<file path="config.mk">
export PLATFORM = sky130hd
export DESIGN_NAME = cmd_regbuf
export DESIGN_NICKNAME = d
export VERILOG_FILES = /design/src/rtl/cmdreg_pkg.sv /design/src/rtl/cmdreg_flop.sv /design/src/rtl/cmdreg_parity.sv /design/src/rtl/cmd_regbuf.sv
export SDC_FILE = /design/constraint.sdc
export NUM_CORES = 1
export LEC_CHECK = 0
export BUFFER_PORTS_ARGS = -buffer_cell sky130_fd_sc_hd__clkbuf_2
export CAP_MARGIN = 20
export CORE_ASPECT_RATIO = 0.5
export CORE_UTILIZATION = 45
export CTS_CLUSTER_SIZE = 25
export DETAILED_ROUTE_END_ITERATION = 6
export PLACE_DENSITY = 0.88
export SYNTH_ARGS = -nofsm -noshare
export SYNTH_HDL_FRONTEND = slang
export SYNTH_SLANG_ARGS = --single-unit
export TNS_END_PERCENT = 10
</file>
<file path="constraint.sdc">
create_clock -name clk -period 0.9 [get_ports clk]
set_input_delay 0 -clock clk [delete_from_list [all_inputs] [get_ports clk]]
set_output_delay 0 -clock clk [all_outputs]
set_load 0.03 [all_outputs]
</file>
<file path="src/rtl/cmdreg_pkg.sv">
package cmdreg_pkg;

  typedef struct packed {
    logic ras_n;
    logic cas_n;
    logic we_n;
  } cmd_t;

  localparam int CMD_W = 3;

  function automatic logic cmd_par(input cmd_t c);
    return c.ras_n ^ c.cas_n ^ c.we_n;
  endfunction

  // Next error hold count given the current count and a fresh mismatch.
  function automatic int unsigned hold_next(input int unsigned cur,
                                            input logic fresh,
                                            input int unsigned hold);
    if (fresh) return hold;
    if (cur != 0) return cur - 1;
    return 0;
  endfunction

endpackage

</file>
<file path="src/rtl/cmdreg_flop.sv">
module cmdreg_flop #(
  parameter int W = 1
) (
  input  logic         clk,
  input  logic         rst_n,
  input  logic         en,
  input  logic [W-1:0] d,
  output logic [W-1:0] q
);
  always_ff @(posedge clk or negedge rst_n) begin
    if (!rst_n)  q <= '0;
    else if (en) q <= d;
  end
endmodule

</file>
<file path="src/rtl/cmdreg_parity.sv">
module cmdreg_parity
  import cmdreg_pkg::*;
#(
  parameter int AW       = 16,
  parameter int BW       = 3,
  parameter int NCS      = 2,
  parameter int ERR_HOLD = 2
) (
  input  logic           clk,
  input  logic           rst_n,
  input  logic [NCS-1:0] cs_n_i,
  input  logic [AW-1:0]  addr_i,
  input  logic [BW-1:0]  ba_i,
  input  cmd_t           cmd_i,
  input  logic           par_i,
  output logic           chk_en,
  output logic           mismatch,
  output logic           err_drv
);
  localparam int CW = $clog2(ERR_HOLD + 1);

  logic          calc;
  logic [CW-1:0] cnt;

  assign chk_en   = ~&cs_n_i;
  assign calc     = (^addr_i) ^ (^ba_i) ^ cmd_par(cmd_i);
  assign mismatch = chk_en & (calc != par_i);

  always_ff @(posedge clk or negedge rst_n) begin
    if (!rst_n) cnt <= '0;
    else        cnt <= CW'(hold_next(int'(cnt), mismatch, ERR_HOLD));
  end

  assign err_drv = (cnt != '0);
endmodule

</file>
<file path="src/rtl/cmd_regbuf.sv">
module cmd_regbuf
  import cmdreg_pkg::*;
#(
  parameter int AW       = 16,
  parameter int BW       = 3,
  parameter int NCS      = 2,
  parameter int NCKE     = 2,
  parameter int NODT     = 2,
  parameter int ERR_HOLD = 2
) (
  input  logic            clk,
  input  logic            rst_n,
  input  logic [NCS-1:0]  cs_n_i,
  input  logic [NCKE-1:0] cke_i,
  input  logic [NODT-1:0] odt_i,
  input  logic [AW-1:0]   addr_i,
  input  logic [BW-1:0]   ba_i,
  input  logic            ras_n_i,
  input  logic            cas_n_i,
  input  logic            we_n_i,
  input  logic            par_i,
  output logic [NCS-1:0]  cs_n_q,
  output logic [NCKE-1:0] cke_q,
  output logic [NODT-1:0] odt_q,
  output logic [AW-1:0]   addr_q,
  output logic [BW-1:0]   ba_q,
  output logic            ras_n_q,
  output logic            cas_n_q,
  output logic            we_n_q,
  output logic            err_drv_o
);
  localparam int CTRL_W = NCS + NCKE + NODT;
  localparam int BUS_W  = AW + BW + CMD_W;

  cmd_t              cmd_in, cmd_out;
  logic              chk_en, mismatch;
  logic [CTRL_W-1:0] ctrl_d, ctrl_q;
  logic [BUS_W-1:0]  bus_d, bus_q;

  assign cmd_in = '{ras_n: ras_n_i, cas_n: cas_n_i, we_n: we_n_i};
  assign ctrl_d = {cs_n_i, cke_i, odt_i};
  assign bus_d  = {addr_i, ba_i, cmd_in};

  // Control path: always registered.
  cmdreg_flop #(.W(CTRL_W)) u_ctrl (
    .clk(clk), .rst_n(rst_n), .en(1'b1), .d(ctrl_d), .q(ctrl_q)
  );

  // Address/command path: updated only while some chip select is low.
  cmdreg_flop #(.W(BUS_W)) u_bus (
    .clk(clk), .rst_n(rst_n), .en(chk_en), .d(bus_d), .q(bus_q)
  );

  cmdreg_parity #(.AW(AW), .BW(BW), .NCS(NCS), .ERR_HOLD(ERR_HOLD)) u_par (
    .clk(clk), .rst_n(rst_n), .cs_n_i(cs_n_i), .addr_i(addr_i), .ba_i(ba_i),
    .cmd_i(cmd_in), .par_i(par_i), .chk_en(chk_en), .mismatch(mismatch),
    .err_drv(err_drv_o)
  );

  assign {cs_n_q, cke_q, odt_q}  = ctrl_q;
  assign {addr_q, ba_q, cmd_out} = bus_q;
  assign ras_n_q = cmd_out.ras_n;
  assign cas_n_q = cmd_out.cas_n;
  assign we_n_q  = cmd_out.we_n;
endmodule

</file>
Word-level counts from Yosys, hierarchy flattened
Cells that the tools add are included.
{"block": "classes", "add_sub_neg": 1, "multipliers": 0, "div_mod_pow": 0, "magnitude_cmp": 0, "n_eq_ne": 1, "n_shift": 0, "n_mux": 7, "n_bitwise": 5, "reduce_logical": 5}
{"operator": "$reduce_xor 16->1", "n": 1}
{"operator": "$mux 2", "n": 4}
{"operator": "$xor 1x1->1", "n": 4}
{"operator": "$mux 1", "n": 3}
{"operator": "$reduce_xor 3->1", "n": 1}
{"operator": "$reduce_and 2->1", "n": 1}
{"operator": "$reduce_bool 2->1", "n": 1}
{"operator": "$sub 2x1->2 const B", "n": 1}
{"operator": "$and 1x1->1", "n": 1}
{"operator": "$logic_not 1->1", "n": 1}
{"operator": "$ne 1x1->1", "n": 1}
{"block": "totals", "register_bits": 30, "latchBits": 0, "ramBits": 0, "romBits": 0, "input_bits": 31, "memories": 0}

Depth between registers and ports, before layout
{"block": "logic_depth", "ltp_word": 9, "ltp_mapped": 5}

Cells and area by module
A second synthesis with hierarchy kept.
{"block": "unflattened", "cells_unflattened": 89, "area_unflattened_um2": 1361.3}
{"module": "cmdreg_flop at u_bus", "n_inst": 1, "cells_each": 46, "area_each_um2": 820.8}
{"module": "cmdreg_parity", "n_inst": 1, "cells_each": 29, "area_each_um2": 285.3}
{"module": "cmdreg_flop at u_ctrl", "n_inst": 1, "cells_each": 13, "area_each_um2": 251.5}
{"module": "cmd_regbuf", "n_inst": 1, "cells_each": 1, "area_each_um2": 3.8}

Least setup slack after synthesis
Ideal clock, no wire load.
{"block": "synth_timing", "kind": "in2reg", "start": "input ras_n_i", "end": "register u_par.cnt[1]", "arrival_ns": 1.057, "required_time_ns": 0.779, "setup_slack_ns": -0.278, "cell_stages": 5, "cell_sequence": "xor2_1 -> xnor2_1 -> xnor2_2 -> xnor3_1 -> a22o_1"}
{"block": "synth_via", "elab_chain_cells": 9}
{"item": "start: declaration", "line": "cmd_regbuf.sv:18", "text": "input logic ras_n_i,"}
{"item": "$xor 1x1->1 * (2 in a row)", "line": "cmdreg_pkg.sv:12", "text": "return c.ras_n ^ c.cas_n ^ c.we_n;"}
{"item": "$xor 1x1->1 *", "line": "cmdreg_parity.sv:26", "text": "assign calc = (^addr_i) ^ (^ba_i) ^ cmd_par(cmd_i);"}
{"item": "$ne 1x1->1 *", "line": "cmdreg_parity.sv:27", "text": "assign mismatch = chk_en & (calc != par_i);"}
{"item": "$and 1x1->1 *", "line": "cmdreg_parity.sv:27"}
{"item": "$mux 2", "line": "cmdreg_pkg.sv:19", "text": "if (fresh) return hold;"}
{"item": "$mux 2", "line": "cmdreg_pkg.sv:20", "text": "if (cur != 0) return cur - 1;"}
{"item": "$mux 2", "line": "cmdreg_pkg.sv:21", "text": "return 0;"}
{"item": "$mux 2 *", "line": "cmdreg_pkg.sv:20"}
{"item": "end signal: assignment", "line": "cmdreg_parity.sv:31", "text": "else cnt <= CW'(hold_next(int'(cnt), mismatch, ERR_HOLD));"}
{"item": "end: declaration", "line": "cmdreg_parity.sv:23", "text": "logic [CW-1:0] cnt;"}
Every way passes the cells marked *; elsewhere a longest branch is shown, timed or not.
A chain may end at the register's enable or synchronous reset.

Worst setup path after layout
{"block": "layout_timing", "start": "input addr_i[4]", "end": "register u_par.cnt[1]"}
{"block": "layout_via", "elab_chain_cells": 9}
{"item": "start: declaration", "line": "cmd_regbuf.sv:16", "text": "input logic [AW-1:0] addr_i,"}
{"item": "$reduce_xor 16->1 *", "line": "cmdreg_parity.sv:26"}
{"item": "$xor 1x1->1 * (2 in a row)", "line": "cmdreg_parity.sv:26"}
{"item": "$ne 1x1->1 *", "line": "cmdreg_parity.sv:27"}
{"item": "$and 1x1->1 *", "line": "cmdreg_parity.sv:27"}
{"item": "$mux 2", "line": "cmdreg_pkg.sv:19"}
{"item": "$mux 2", "line": "cmdreg_pkg.sv:20"}
{"item": "$mux 2", "line": "cmdreg_pkg.sv:21"}
{"item": "$mux 2 *", "line": "cmdreg_pkg.sv:20"}
Marks and branches as above.

==> metrics.cfg <==
[run_status]
outcome=finished with violations
violations=negative setup slack

[layout]
final_core_util=0.7567
syn2layout_area_growth_pct=58.67
nets=199
fillCellCount=175
stdcell_count=205
stdcell_area_sq_um=1969
n_antenna_cell=0
drive_gt1_frac=0.5714

[logic_synthesis]
ys_ff_latch=30
synthTopCellsByArea=dfrtp_1 (60%), mux2_2 (20%), xnor2_1 (11%)
synth.avg_cell_area_sq_um=15.51
syn_area_sq_um=1241
synth_top_cell_area_share=0.6048
syn-num-nets=111
yosysTopAreaCell=dfrtp_1
synth-seq-area-share=0.6048
syn_inst=80
yosysUniqueCellTypes=13
yosysWarnings=0

[floorplan]
placementRows=13
core_sq_um=2603
die-width_um=76.27
dieArea_sq_um=2985
io_pins=60
start_util=0.4769
die_h_um=39.14

[placed_design]
pre_cts_ws_ns=-0.5279
port_buffers=59
dp_cells=176
routabilityCongestion=0.6312
place_hpwl_um=1754
placed_area_sq_um=1655

[sta]
finalHoldViolCount=0
tightest_slew_ns=0.3796
setup-tns-final_ns=-0.4642
drv_slew=0
post-route-min-period_ns=1.094
timing.final.ws_setup_ns=-0.1941
finalCritPeriodShare=1.216
slew_headroom=0.7469
rsz0062_at_grt=yes
hold_slack_ns=0.01248
fmax_mhz=914.0
fin_skew_ns=0.0004626
setup_viol=3

[setup_path]
crit_type=primary input to flip-flop
startpoint_type=primary input
endpoint_kind=flip-flop
cp.required_ns=1.06
critPathMaxFanout=2
path_buf_inv=1
cp_cell_sequence=clkbuf_2 -> xnor2_4 -> xnor2_2 -> xnor2_1 -> xnor3_1 -> a22o_1
cpPeakStageDelay_ns=0.44
crit_family=XOR/XNOR gates
cp.arrival_ns=1.25
slowest_stage=xnor3_1

[global_routing]
grt-ovfl-total=0
antenna_found_initial=0
grt_pass1_wl_um=4229
grt_max_degree=31
track_usage=0.2026
first_global_vias=892

[routing]
drc_errors=0
drtAntennaViolNets=0
wirelength_um=2607
first_pass_iters=4
drtIter0Drc=29
routedWlPerCell_um=12.72
vias=930
viasPerCell=4.537

[power_and_ir_drop]
p_leak_nw=0.9520
pwr-share-comb=0.330
vdd_drop_max_v=0.001153
powerDensity_nw_per_um2=1927
p_total_mw=3.796
p_switching_mw=1.132
p_clk_frac=0.260
internal-power_mw=2.664
pwr-share-seq=0.411
switching_share=0.2983

[clocking]
cts-buffers-inserted=5
cts_buffer_depth=2
root_buffer=clkbuf_8
cts_tree=done
path_clk_slew_ns=0.06
htreeDepth=2
clk_latency_ns=0.27
clock-sinks=30

[run]
maxCapViolations=0

[hold_path]
worstHoldPathType=primary input to flip-flop

## cell usage after synthesis (all sizes together)
| cell | count |
|---|---|
| a22o | 1 |
| xnor3 | 1 |
| nand2 | 1 |
| mux2 | 22 |
| xnor2 | 17 |
| a21oi | 1 |
| xor2 | 3 |
| buf | 1 |
| nand2b | 1 |
| or2 | 1 |
| clkbuf | 1 |
| dfrtp | 30 |
## cells in the final DEF (no fill, tap or decap)
cell,count
buf_4,2
dfrtp_1,30
xor2_1,3
buf_12,1
clkbuf_2,58
mux2_2,22
xnor3_1,1
nand2b_1,1
xnor2_4,2
clkbuf_8,5
xnor2_1,11
buf_8,1
a22o_1,1
xnor2_2,4
a21oi_1,1
clkbuf_1,2
dlygate4sd3_1,21
or2_4,1
nand2_1,1
## sequential cells by signal, summed over array words and instances (netlist names)
register,cells
u_par.cnt,2
u_bus.q,22
u_ctrl.q,6
## metal layers
| layer | global-route usage | up-vias | wire [um] |
|---|---|---|---|
| met3 | 0.06353 | 0 | 111 |
| met5 | 0 | - | 0 |
| li1 | - | 445 | - |
| met1 | 0.2418 | 460 | 1116 |
| met4 | 0.1010 | 0 | 0 |
| met2 | 0.3468 | 25 | 1379 |
## worst paths after layout
check,start,end,slack (ns),cells after the start
setup / recovery,addr_i[4],u_par.cnt[1],-0.19,6
hold / removal,addr_i[7],u_bus.q[13],0.01,2
setup reg to reg,u_par.cnt[1],u_par.cnt[1],0.07,2
hold reg to reg,u_bus.q[12],u_bus.q[12],0.51,1
max in group asynchronous,rst_n,u_bus.q[9],0.33,3
min in group asynchronous,rst_n,u_bus.q[18],0.29,3
## final cells by class
cell class	count	area [sq um]	area share
clock buffers	7	76.32	0.03875
flip-flops and latches	30	750.7	0.3812
repair buffers	83	550.5	0.2795
well taps	37	46.29	0.02351
multi-input cells	48	545.5	0.2770
## what timing repair did
action / 4_1_cts / 5_1_grt
hold endpoints to repair: 48 / 2
pin swaps: 1 / 2
setup endpoints to repair: 3 / 3
hold buffers: 19 / 2
buffers inserted: 1 / 0
resized for setup: 4 / 1
## power by group through the flow
| stage | clock network, mW | logic [mW] | registers [mW] |
|---|---|---|---|
| 5_1_grt | 1.09 | 1.33 | 1.58 |
| 6_report | 0.986 | 1.25 | 1.56 |
| 2_1_floorplan | 0 | 0.537 | 1.77 |
| 3_3_place_gp | 0 | 1.03 | 1.58 |
| 3_5_place_dp | 0 | 1.06 | 1.58 |
| 4_1_cts | 0.994 | 1.23 | 1.56 |
## kinds of logic (layout without fill, tap and decap cells)
logic type	count (synthesis)	count (layout)	synth area share
DFF	30	30	0.6048
buffers and inverters	2	90	0.006043
muxes	22	22	0.1996
xor gates and xnor gates	21	21	0.1653
and+or+nand+nor	3	3	0.01311
AOI/OAI and AO/OA	2	2	0.01109
Note: power is estimated with default switching activity, not from simulation.
